==> src/rtl/sirq_pkg.sv <==
package sirq_pkg;
    localparam int NUM_SRC = 5;
    localparam int EN_TMR  = 0;
    localparam int EN_TX   = 1;
    localparam int EN_RX   = 2;
    localparam int EN_RXE  = 3;
    localparam int EN_IDLE = 4;

    typedef enum logic [0:0] {
        TMR_OFF = 1'b0,
        TMR_RUN = 1'b1
    } tmr_state_t;

    typedef enum logic [1:0] {
        IDL_ARMED    = 2'd0,
        IDL_PEND     = 2'd1,
        IDL_PEND_RCV = 2'd2,
        IDL_SPENT    = 2'd3
    } idl_state_t;
endpackage

==> src/rtl/sirq_cfg.sv <==
module sirq_cfg
    import sirq_pkg::*;
#(
    parameter int W = NUM_SRC
) (
    input  logic         clk,
    input  logic         rst_n,
    input  logic         sw_rst,
    input  logic         we,
    input  logic [W-1:0] wdata,
    output logic [W-1:0] en
);
    logic [W-1:0] en_q;
    logic [W-1:0] en_d;

    always_comb begin
        en_d = en_q;
        if (sw_rst) begin
            en_d = '0;
        end else if (we) begin
            en_d = wdata;
        end
    end

    always_ff @(posedge clk or negedge rst_n) begin
        if (!rst_n) begin
            en_q <= '0;
        end else begin
            en_q <= en_d;
        end
    end

    assign en = en_q;

    // software reset empties the enable register
    p_swrst_clear_r1: assert property (@(posedge clk) disable iff (!rst_n)
        sw_rst |=> (en_q == '0));

    // a write without software reset lands next cycle
    p_load_r1: assert property (@(posedge clk) disable iff (!rst_n)
        (we && !sw_rst) |=> (en_q == $past(wdata)));
endmodule

==> src/rtl/sirq_timer.sv <==
module sirq_timer
    import sirq_pkg::*;
#(
    parameter int DIV = 16
) (
    input  logic clk,
    input  logic rst_n,
    input  logic en,
    input  logic tick,
    input  logic ack,
    output logic req
);
    localparam int CW = (DIV > 1) ? $clog2(DIV) : 1;
    localparam logic [CW-1:0] LAST = CW'(DIV - 1);

    tmr_state_t    state_q, state_d;
    logic [CW-1:0] cnt_q, cnt_d;
    logic          req_q, req_d;
    logic          wrap;

    // next state
    always_comb begin
        state_d = state_q;
        unique case (state_q)
            TMR_OFF: if (en)  state_d = TMR_RUN;
            TMR_RUN: if (!en) state_d = TMR_OFF;
        endcase
    end

    // counter and request flag
    always_comb begin
        cnt_d = cnt_q;
        req_d = req_q;
        wrap  = 1'b0;
        if (!en) begin
            cnt_d = '0;
            req_d = 1'b0;
        end else begin
            if (tick) begin
                if (cnt_q == LAST) begin
                    cnt_d = '0;
                    wrap  = 1'b1;
                end else begin
                    cnt_d = cnt_q + 1'b1;
                end
            end
            if (wrap) begin
                req_d = 1'b1;
            end else if (ack) begin
                req_d = 1'b0;
            end
        end
    end

    always_ff @(posedge clk or negedge rst_n) begin
        if (!rst_n) begin
            state_q <= TMR_OFF;
            cnt_q   <= '0;
            req_q   <= 1'b0;
        end else begin
            state_q <= state_d;
            cnt_q   <= cnt_d;
            req_q   <= req_d;
        end
    end

    assign req = req_q;

    // counting restarts from zero when the enable rises
    p_restart_r2: assert property (@(posedge clk) disable iff (!rst_n)
        (state_q == TMR_OFF && en && !tick) |=> (cnt_q == '0 && !req_q));

    // the last tick of a period raises the request
    p_fire_r2: assert property (@(posedge clk) disable iff (!rst_n)
        (en && tick && cnt_q == LAST) |=> req_q);

    // an acknowledge without a coincident wrap clears it
    p_ack_r3: assert property (@(posedge clk) disable iff (!rst_n)
        (en && ack && !(tick && cnt_q == LAST)) |=> !req_q);

    // request held until acknowledged
    p_hold_r3: assert property (@(posedge clk) disable iff (!rst_n)
        (req_q && en && !ack) |=> req_q);

    // disabled timer drops its request
    p_off_r3: assert property (@(posedge clk) disable iff (!rst_n)
        !en |=> !req_q);
endmodule

==> src/rtl/sirq_idle.sv <==
module sirq_idle
    import sirq_pkg::*;
(
    input  logic clk,
    input  logic rst_n,
    input  logic en,
    input  logic line_idle,
    input  logic start_det,
    input  logic char_done,
    input  logic ack,
    output logic req
);
    idl_state_t state_q, state_d;
    logic       qual_start;
    logic       release_req;

    assign qual_start  = start_det && line_idle && en;
    assign release_req = ack || !en;

    always_comb begin
        state_d = state_q;
        unique case (state_q)
            IDL_ARMED: begin
                if (qual_start) state_d = IDL_PEND;
            end
            IDL_PEND: begin
                if (release_req) begin
                    state_d = char_done ? IDL_ARMED : IDL_SPENT;
                end else if (char_done) begin
                    state_d = IDL_PEND_RCV;
                end
            end
            IDL_PEND_RCV: begin
                if (release_req) state_d = IDL_ARMED;
            end
            IDL_SPENT: begin
                if (char_done) state_d = IDL_ARMED;
            end
        endcase
    end

    always_ff @(posedge clk or negedge rst_n) begin
        if (!rst_n) begin
            state_q <= IDL_ARMED;
        end else begin
            state_q <= state_d;
        end
    end

    // outputs
    always_comb begin
        unique case (state_q)
            IDL_PEND, IDL_PEND_RCV: req = 1'b1;
            default:                req = 1'b0;
        endcase
    end

    // armed logic fires on a qualified start bit
    p_set_r8: assert property (@(posedge clk) disable iff (!rst_n)
        (state_q == IDL_ARMED && qual_start) |=> req);

    // request held until acknowledged or disabled
    p_hold_r9: assert property (@(posedge clk) disable iff (!rst_n)
        (req && en && !ack) |=> req);

    // no second request before a character arrives
    p_norefire_r9: assert property (@(posedge clk) disable iff (!rst_n)
        (state_q == IDL_SPENT && !char_done) |=> !req);
endmodule

==> src/rtl/sirq_rx_arb.sv <==
module sirq_rx_arb (
    input  logic clk,
    input  logic rst_n,
    input  logic en_rx,
    input  logic en_rxe,
    input  logic rdrf,
    input  logic err_parity,
    input  logic err_frame,
    input  logic err_overrun,
    output logic rx_req,
    output logic rx_exc_req
);
    logic any_err;

    always_comb begin
        any_err    = err_parity | err_frame | err_overrun;
        rx_exc_req = en_rxe & any_err;
        rx_req     = en_rx & rdrf & ~rx_exc_req;
    end

    // normal and error receive requests are exclusive
    p_excl_r7: assert property (@(posedge clk) disable iff (!rst_n)
        !(rx_req && rx_exc_req));

    // an enabled error always yields the error request
    p_exc_r6: assert property (@(posedge clk) disable iff (!rst_n)
        (en_rxe && (err_parity || err_frame || err_overrun)) |-> rx_exc_req);
endmodule

==> src/rtl/serial_irq_gen.sv <==
module serial_irq_gen
    import sirq_pkg::*;
#(
    parameter int TICK_DIV = 16
) (
    input  logic               clk,
    input  logic               rst_n,
    input  logic               sw_rst,
    input  logic               cfg_we,
    input  logic [NUM_SRC-1:0] cfg_en,
    input  logic               tdre,
    input  logic               rdrf,
    input  logic               err_parity,
    input  logic               err_frame,
    input  logic               err_overrun,
    input  logic               line_idle,
    input  logic               start_det,
    input  logic               char_done,
    input  logic               baud_tick,
    input  logic               tmr_ack,
    input  logic               idle_ack,
    output logic               tmr_irq,
    output logic               tx_irq,
    output logic               rx_irq,
    output logic               rx_exc_irq,
    output logic               idle_irq
);
    logic [NUM_SRC-1:0] en;

    sirq_cfg #(.W(NUM_SRC)) u_cfg (
        .clk   (clk),
        .rst_n (rst_n),
        .sw_rst(sw_rst),
        .we    (cfg_we),
        .wdata (cfg_en),
        .en    (en)
    );

    sirq_timer #(.DIV(TICK_DIV)) u_timer (
        .clk  (clk),
        .rst_n(rst_n),
        .en   (en[EN_TMR]),
        .tick (baud_tick),
        .ack  (tmr_ack),
        .req  (tmr_irq)
    );

    sirq_idle u_idle (
        .clk      (clk),
        .rst_n    (rst_n),
        .en       (en[EN_IDLE]),
        .line_idle(line_idle),
        .start_det(start_det),
        .char_done(char_done),
        .ack      (idle_ack),
        .req      (idle_irq)
    );

    sirq_rx_arb u_rx (
        .clk        (clk),
        .rst_n      (rst_n),
        .en_rx      (en[EN_RX]),
        .en_rxe     (en[EN_RXE]),
        .rdrf       (rdrf),
        .err_parity (err_parity),
        .err_frame  (err_frame),
        .err_overrun(err_overrun),
        .rx_req     (rx_irq),
        .rx_exc_req (rx_exc_irq)
    );

    assign tx_irq = en[EN_TX] & tdre;

    // transmit request needs an empty transmit register
    p_tx_r5: assert property (@(posedge clk) disable iff (!rst_n)
        tx_irq |-> tdre);
endmodule

==> config.mk <==
export PLATFORM = sky130hd
export DESIGN_NAME = serial_irq_gen
export DESIGN_NICKNAME = d
export VERILOG_FILES = /design/src/rtl/sirq_pkg.sv /design/src/rtl/sirq_cfg.sv /design/src/rtl/sirq_timer.sv /design/src/rtl/sirq_idle.sv /design/src/rtl/sirq_rx_arb.sv /design/src/rtl/serial_irq_gen.sv
export SDC_FILE = /design/constraint.sdc
export NUM_CORES = 1
export LEC_CHECK = 0
export ABC_AREA = 1
export CAP_MARGIN = 20
export CORE_AREA = 4 4 46 48
export CTS_CLUSTER_DIAMETER = 80
export DETAILED_ROUTE_END_ITERATION = 10
export DIE_AREA = 0 0 50 52
export GPL_TIMING_DRIVEN = 0
export MAX_ROUTING_LAYER = met4
export PLACE_DENSITY = 0.75
export SLEW_MARGIN = 10
export SYNTH_ARGS = -nofsm -noshare
export SYNTH_HDL_FRONTEND = slang
export SYNTH_SLANG_ARGS = --single-unit
export TNS_END_PERCENT = 5
==> constraint.sdc <==
create_clock -name clk -period 2.95 [get_ports clk]
set_input_delay 0.295 -clock clk [delete_from_list [all_inputs] [get_ports clk]]
set_output_delay 0.295 -clock clk [all_outputs]
set_load 0.05 [all_outputs]
After elaboration in Yosys (flattened, before gate mapping) --
Index checks and enable logic that the tools add are counted.
Operators by class: muxes and demuxes 19, $mul 0, shifts and indexed selects 0, eq/ne operators 10, add/sub/neg operators 1, reductions and logical operators 8, order comparisons 0, bitwise gates (word level) 7, divide/modulo/power cells 0
Operators with widths (number):
- $mux 2 | 6
- $mux 4 | 3
- $mux 5 | 2
- $pmux 2 s4 | 1
- $mux 1 | 7
- $ne 3x2->1 const B | 2
- $add 4x1->4 const B | 1
- $and 1x1->1 | 4
- $eq 2x2->1 const B | 2
- $eq 4x4->1 const B | 1
- $ne 2x1->1 const B | 2
- $ne 2x2->1 const B | 2
- $reduce_and 4->1 | 1
- $eq 2x1->1 const B | 1
- $logic_and 1x1->1 | 2
- $logic_not 2->1 | 1
- $or 1x1->1 | 2
- $reduce_bool 2->1 | 1
- $reduce_or 2->1 | 1
- $logic_not 1->1 | 1
- $logic_or 1x1->1 | 1
- $not 1->1 | 1
Word-level totals: logic and storage cells 49, input port bits 20, bits in latches 0, bits in writable memories 0, flip-flop bits (word level) 12, output and inout bits 5, memories kept 0, ROM bits 0

Logic depth before layout (Yosys ltp) --
word-level depth 6, depth in mapped cells 8

Cells and area by module --
A second synthesis with hierarchy kept.
Unflattened totals: cell total of the unflattened synthesis 103, area total of the unflattened synthesis 762.0 um2
Modules (own cells, without submodules):
- sirq_timer | cells each 33, instances 1, area each 267.8 um2, sequential area each 125.1 um2
- sirq_idle | cells each 40, instances 1, area each 250.2 um2, sequential area each 50.0 um2
- sirq_cfg | cells each 22, instances 1, area each 202.7 um2, sequential area each 125.1 um2
- sirq_rx_arb | cells each 6, instances 1, area each 33.8 um2, sequential area each 0.0 um2
- serial_irq_gen | cells each 2, instances 1, area each 7.5 um2, sequential area each 0.0 um2

Worst setup path before layout --
Ideal clock, no wire load.
path type register to output, start register u_cfg.en_q[3] (netlist: u_cfg.en[3]), end output port rx_irq, path buffers 0, required time 2.655 ns, arrival 1.490 ns, path slack 1.165 ns, cell stages (with the launch flop) 4, cell sequence dfrtp_1 inv_1 nor2_1 nor2_1
On the way: cells in the longest elaborated chain, start to end 3
Ends and longest elaborated chain:
- start, declared | line sirq_cfg.sv:13 | logic [W-1:0] en_q;
- start signal, assigned | line sirq_cfg.sv:29 | en_q <= en_d;
- $and 1x1->1 | line sirq_rx_arb.sv:17 | rx_exc_req = en_rxe & any_err;
- net rx_exc_irq | line serial_irq_gen.sv:25 | output logic rx_exc_irq,
- $not 1->1 | line sirq_rx_arb.sv:18 | rx_req = en_rx & rdrf & ~rx_exc_req;
- $and 1x1->1 | line sirq_rx_arb.sv:18
- end, declared | line serial_irq_gen.sv:24 | output logic rx_irq,
The timed path passes the listed nets, and every way through them passes these cells.

Worst setup path after layout --
start input port err_frame, end output port rx_irq
On the way: cells in the longest elaborated chain, start to end 5
Ends and longest elaborated chain:
- start, declared | line serial_irq_gen.sv:14 | input logic err_frame,
- $or 1x1->1 (2 in a row) | line sirq_rx_arb.sv:16 | any_err = err_parity | err_frame | err_overrun;
- $and 1x1->1 | line sirq_rx_arb.sv:17
- $not 1->1 | line sirq_rx_arb.sv:18
- $and 1x1->1 | line sirq_rx_arb.sv:18
No other way between the ends.

==> results.md <==
Floorplan:
- In this run the horizontal extent of the chip is 50 um.
- In this run the vertical extent of the chip is 52 um.
- The core outline area is 0.001708 mm^2.
- The number of ports placed on the die boundary is 25.
- The initial utilization of the core area, before any placement, comes to 0.4234.
- The floorplan die area is 0.002600 mm^2.
- The floorplan row count is 15.

Routing:
- The number of search-and-repair iterations in the first detailed-routing pass is 4.
- The average wire per cell in the routed design is 9.678 um.
- The post-detailed-routing wire length is 1413 um.
- The total number of vias is 658.
- The vias per cell is 4.507.
- Once detail routing completed, the nets flagged for antenna violations numbered 0.
- In the routed design, unresolved DRC markers number 0.
- The initial detailed-routing violation count is 9.

STA:
- Setup repair after global routing left no endpoint under its margin.
- The final number of max-transition violations was 0.
- The final sum of negative setup slack is 0 ns.
- The worst hold-check slack is 0.3629 ns.
- The minimum clock period is 2.132 ns.
- In the finished design, the share of the clock period the worst path needs comes to 0.7227.
- The final-report hold violation count is 0.
- The clock arrives with 0.0001715 ns of skew.
- Derived from the worst setup path, the maximum achievable clock frequency is 469.0 MHz.
- For the pin with the worst max-slew slack, the measured transition is 0.5124 ns.
- The setup-violating endpoint count in the final report is 0.
- The final setup slack of the worst path is 0.8179 ns.
- The worst slew margin relative to its limit is 0.6573.

CTS:
- The largest buffer count on any clock path is 2.
- Clock-pin slew was measured on the worst setup and hold paths at 0.07 ns.
- The clock insertion delay at the later pin of the skew report is 0.27 ns.
- The number of post-CTS setup repair buffers is 0.
- Hold repair after CTS inserted 0 buffers.
- Counting the buffers created by CTS gives 3.
- CTS saw 12 sinks.
- After clock tree synthesis, the repair step resized 0 gates.
- TritonCTS built the clock tree.
- The number of H-tree branching levels is 1.
- The buffer cell driving the clock tree root is sky130_fd_sc_hd__clkbuf_4.

Critical path:
- The combined buffer and inverter count along the critical path is 2.
- STA classifies the critical path endpoint as an output pin.
- The start-to-end type of the worst setup path is in2out.
- Walking the worst path, the cells encountered are clkdlybuf4s50_1 -> nor3_1 -> nor2_1 -> nor2_1 -> clkdlybuf4s50_1.
- In this run the critical register-to-register path is launched from u_idle.state_q[1].
- For this run, the slowest stage of the critical path takes 0.81 ns.
- The cell family with the largest share of critical-path delay is buffers and inverters.
- The required arrival time at the worst endpoint is 2.65 ns.
- The cell type of the slowest stage on the worst timing path is sky130_fd_sc_hd__clkdlybuf4s50_1.
- The kind of launch point of the worst setup path is an input pin.
- The largest driver fanout on the critical path is 2.
- In this run the worst setup path begins at err_frame.
- The endpoint arrival time on the critical path is 1.84 ns.

Layout:
- In the layout the commonest cells are sky130_fd_sc_hd__clkdlybuf4s50_1 (24), sky130_fd_sc_hd__nand2_1 (21), sky130_fd_sc_hd__inv_1 (16), sky130_fd_sc_hd__nand3_1 (13), sky130_fd_sc_hd__dfrtp_1 (12).
- The utilization after layout is 0.5956.
- The layout cell share with drive strength beyond 1 is 0.1074.
- Summing all non-filler instances in the final layout gives an area of 0.001017 mm^2.
- The area growth from synthesis to layout is 40.66%.
- The net count of the finished layout is 148.
- The antenna diode instance count is 0.
- The count of cells in the finished layout, fillers not included, comes to 146.
- The library cell used most frequently in the layout, excluding fill and tap cells, is sky130_fd_sc_hd__clkdlybuf4s50_1.

Job:
- Max-cap violations in this run came to 0.

Global routing:
- The pin count of the biggest net entering global routing is 13.
- The first global-routing pass estimated 2504 um of wire.
- The initial antenna violation count was 0.
- The number of global-route vias before repair came to 689.
- For this run, the total global-route usage over all layers was measured as 0.1286.
- After global routing the overflow that remains totals 0.

Power:
- For this design the ratio of total power to cell area is 519.6 mW/mm^2.
- The total power is 0.5285 mW.
- The highest ir drop seen on vdd is 0.2714 mV.
- Summed over all cells, the static leakage comes to 0.4845 nW.

Yosys:
- In the post-synthesis netlist, the biggest area contributors are sky130_fd_sc_hd__dfrtp_1 (42%), sky130_fd_sc_hd__nand2_1 (11%), sky130_fd_sc_hd__nand3_1 (9.0%), sky130_fd_sc_hd__ha_1 (8.7%), sky130_fd_sc_hd__inv_1 (8.3%).
- The flip-flop and latch count after synthesis is 12.
- The leading area contributor after synthesis is sky130_fd_sc_hd__dfrtp_1.
- Of the post-synthesis cell area, the dominant cell type holds 0.4152.
- The sequential area share after synthesis is 0.4152.
- The synthesized netlist occupies a cell area of 723.2 um^2.
- The number of nets in the synthesized netlist is 119.
- In this run the mean area of a mapped cell was 7.694 um^2.
- The total of warnings raised by yosys is 0.
- The number of different library cells in the post-synthesis netlist is 17.
- The cell count after synthesis came out at 94.

Placement:
- Before CTS, the worst setup slack after placement is 0.8326 ns.
- The count of port buffers added during placement is 24.
- The HPWL after detailed placement is 1182 um.
- The cell total after placement is 143.
- The placer's final routability congestion estimate is 0.8314.
- After detailed placement, the total cell area comes to 994.7 um^2.

Worst hold path:
- The tightest min-delay check is of the in2async type.

Run status:
- The flow ran to the end, and the final reports show no timing, DRC or antenna violations.
report_power, final:
group / total [mW] / internal, mW / switching, mW
logic: 0.233 / 0.0936 / 0.140
clock network: 0.0983 / 0.0472 / 0.0511
registers: 0.197 / 0.181 / 0.0155
total: 0.529 / 0.322 / 0.206
path summary, 6_finish.rpt:
kind / endpoint / depth (start not counted) / slack, ns
min in group clk: u_timer.req / 2 / 0.50
setup / recovery: rx_irq / 5 / 0.82
hold reg to reg: u_timer.req / 2 / 0.50
hold / removal: u_timer.cnt_q[3] / 1 / 0.36
setup reg to reg: u_idle.state_q[0] / 8 / 1.74
max in group asynchronous: u_cfg.en[3] / 1 / 2.24
sequential cells by signal, indices dropped and copies added, names as in the netlist:
name            flops
u_cfg.en            5
u_timer.cnt_q       4
u_idle.state_q      2
u_timer.req         1
kinds of logic (layout without fill, tap and decap cells):
group / after synthesis / after routing / synth area share
AOI/OAI and AO/OA: 11 / 11 / 0.1073
adders and majority gates: 5 / 5 / 0.08651
buffers and inverters: 18 / 45 / 0.09342
DFF: 12 / 12 / 0.4152
and+or+nand+nor: 48 / 48 / 0.2976
area by class of cell:
type / instances / area (um^2)
clock buffers: 3 / 22.52
fillers: 156 / 690.7
inverters: 18 / 67.56
multi-input cells: 64 / 355.3
flip-flops and latches: 12 / 300.3
well taps: 25 / 31.28
repair buffers: 24 / 240.2
routing by layer:
layer  up-vias  track usage  part of all wire
met1       281       0.1214              0.43
met2        23       0.2391              0.48
met4         0      0.05530             0.022
li1        350            -                 -
met3         4      0.04011             0.067
met5         -            -                 0
synth_stat cells:
| library cell | number |
|---|---|
| sky130_fd_sc_hd__nand2_2 | 1 |
| sky130_fd_sc_hd__nor3_1 | 1 |
| sky130_fd_sc_hd__o21ai_2 | 5 |
| sky130_fd_sc_hd__ha_1 | 5 |
| sky130_fd_sc_hd__nor2_2 | 1 |
| sky130_fd_sc_hd__inv_2 | 1 |
| sky130_fd_sc_hd__a21oi_1 | 2 |
| sky130_fd_sc_hd__dfrtp_1 | 12 |
| sky130_fd_sc_hd__or2_4 | 1 |
| sky130_fd_sc_hd__inv_1 | 16 |
| sky130_fd_sc_hd__a22o_1 | 1 |
| sky130_fd_sc_hd__clkinv_1 | 1 |
| sky130_fd_sc_hd__nand3_1 | 13 |
| sky130_fd_sc_hd__nand2_1 | 21 |
| sky130_fd_sc_hd__nor2_1 | 9 |
| sky130_fd_sc_hd__o21ai_0 | 3 |
| sky130_fd_sc_hd__nor2_4 | 1 |
worst register-to-register path, stage by stage (launching register included):
cell	delay, ns
sky130_fd_sc_hd__dfrtp_1	0.39
sky130_fd_sc_hd__inv_1	0.08
sky130_fd_sc_hd__ha_1	0.22
sky130_fd_sc_hd__nand2_2	0.09
sky130_fd_sc_hd__nand2_1	0.05
sky130_fd_sc_hd__nand2_1	0.05
sky130_fd_sc_hd__nand3_1	0.09
sky130_fd_sc_hd__nand2_1	0.07
sky130_fd_sc_hd__nand2_1	0.05
No activity file was read; power rests on OpenSTA's default activity.
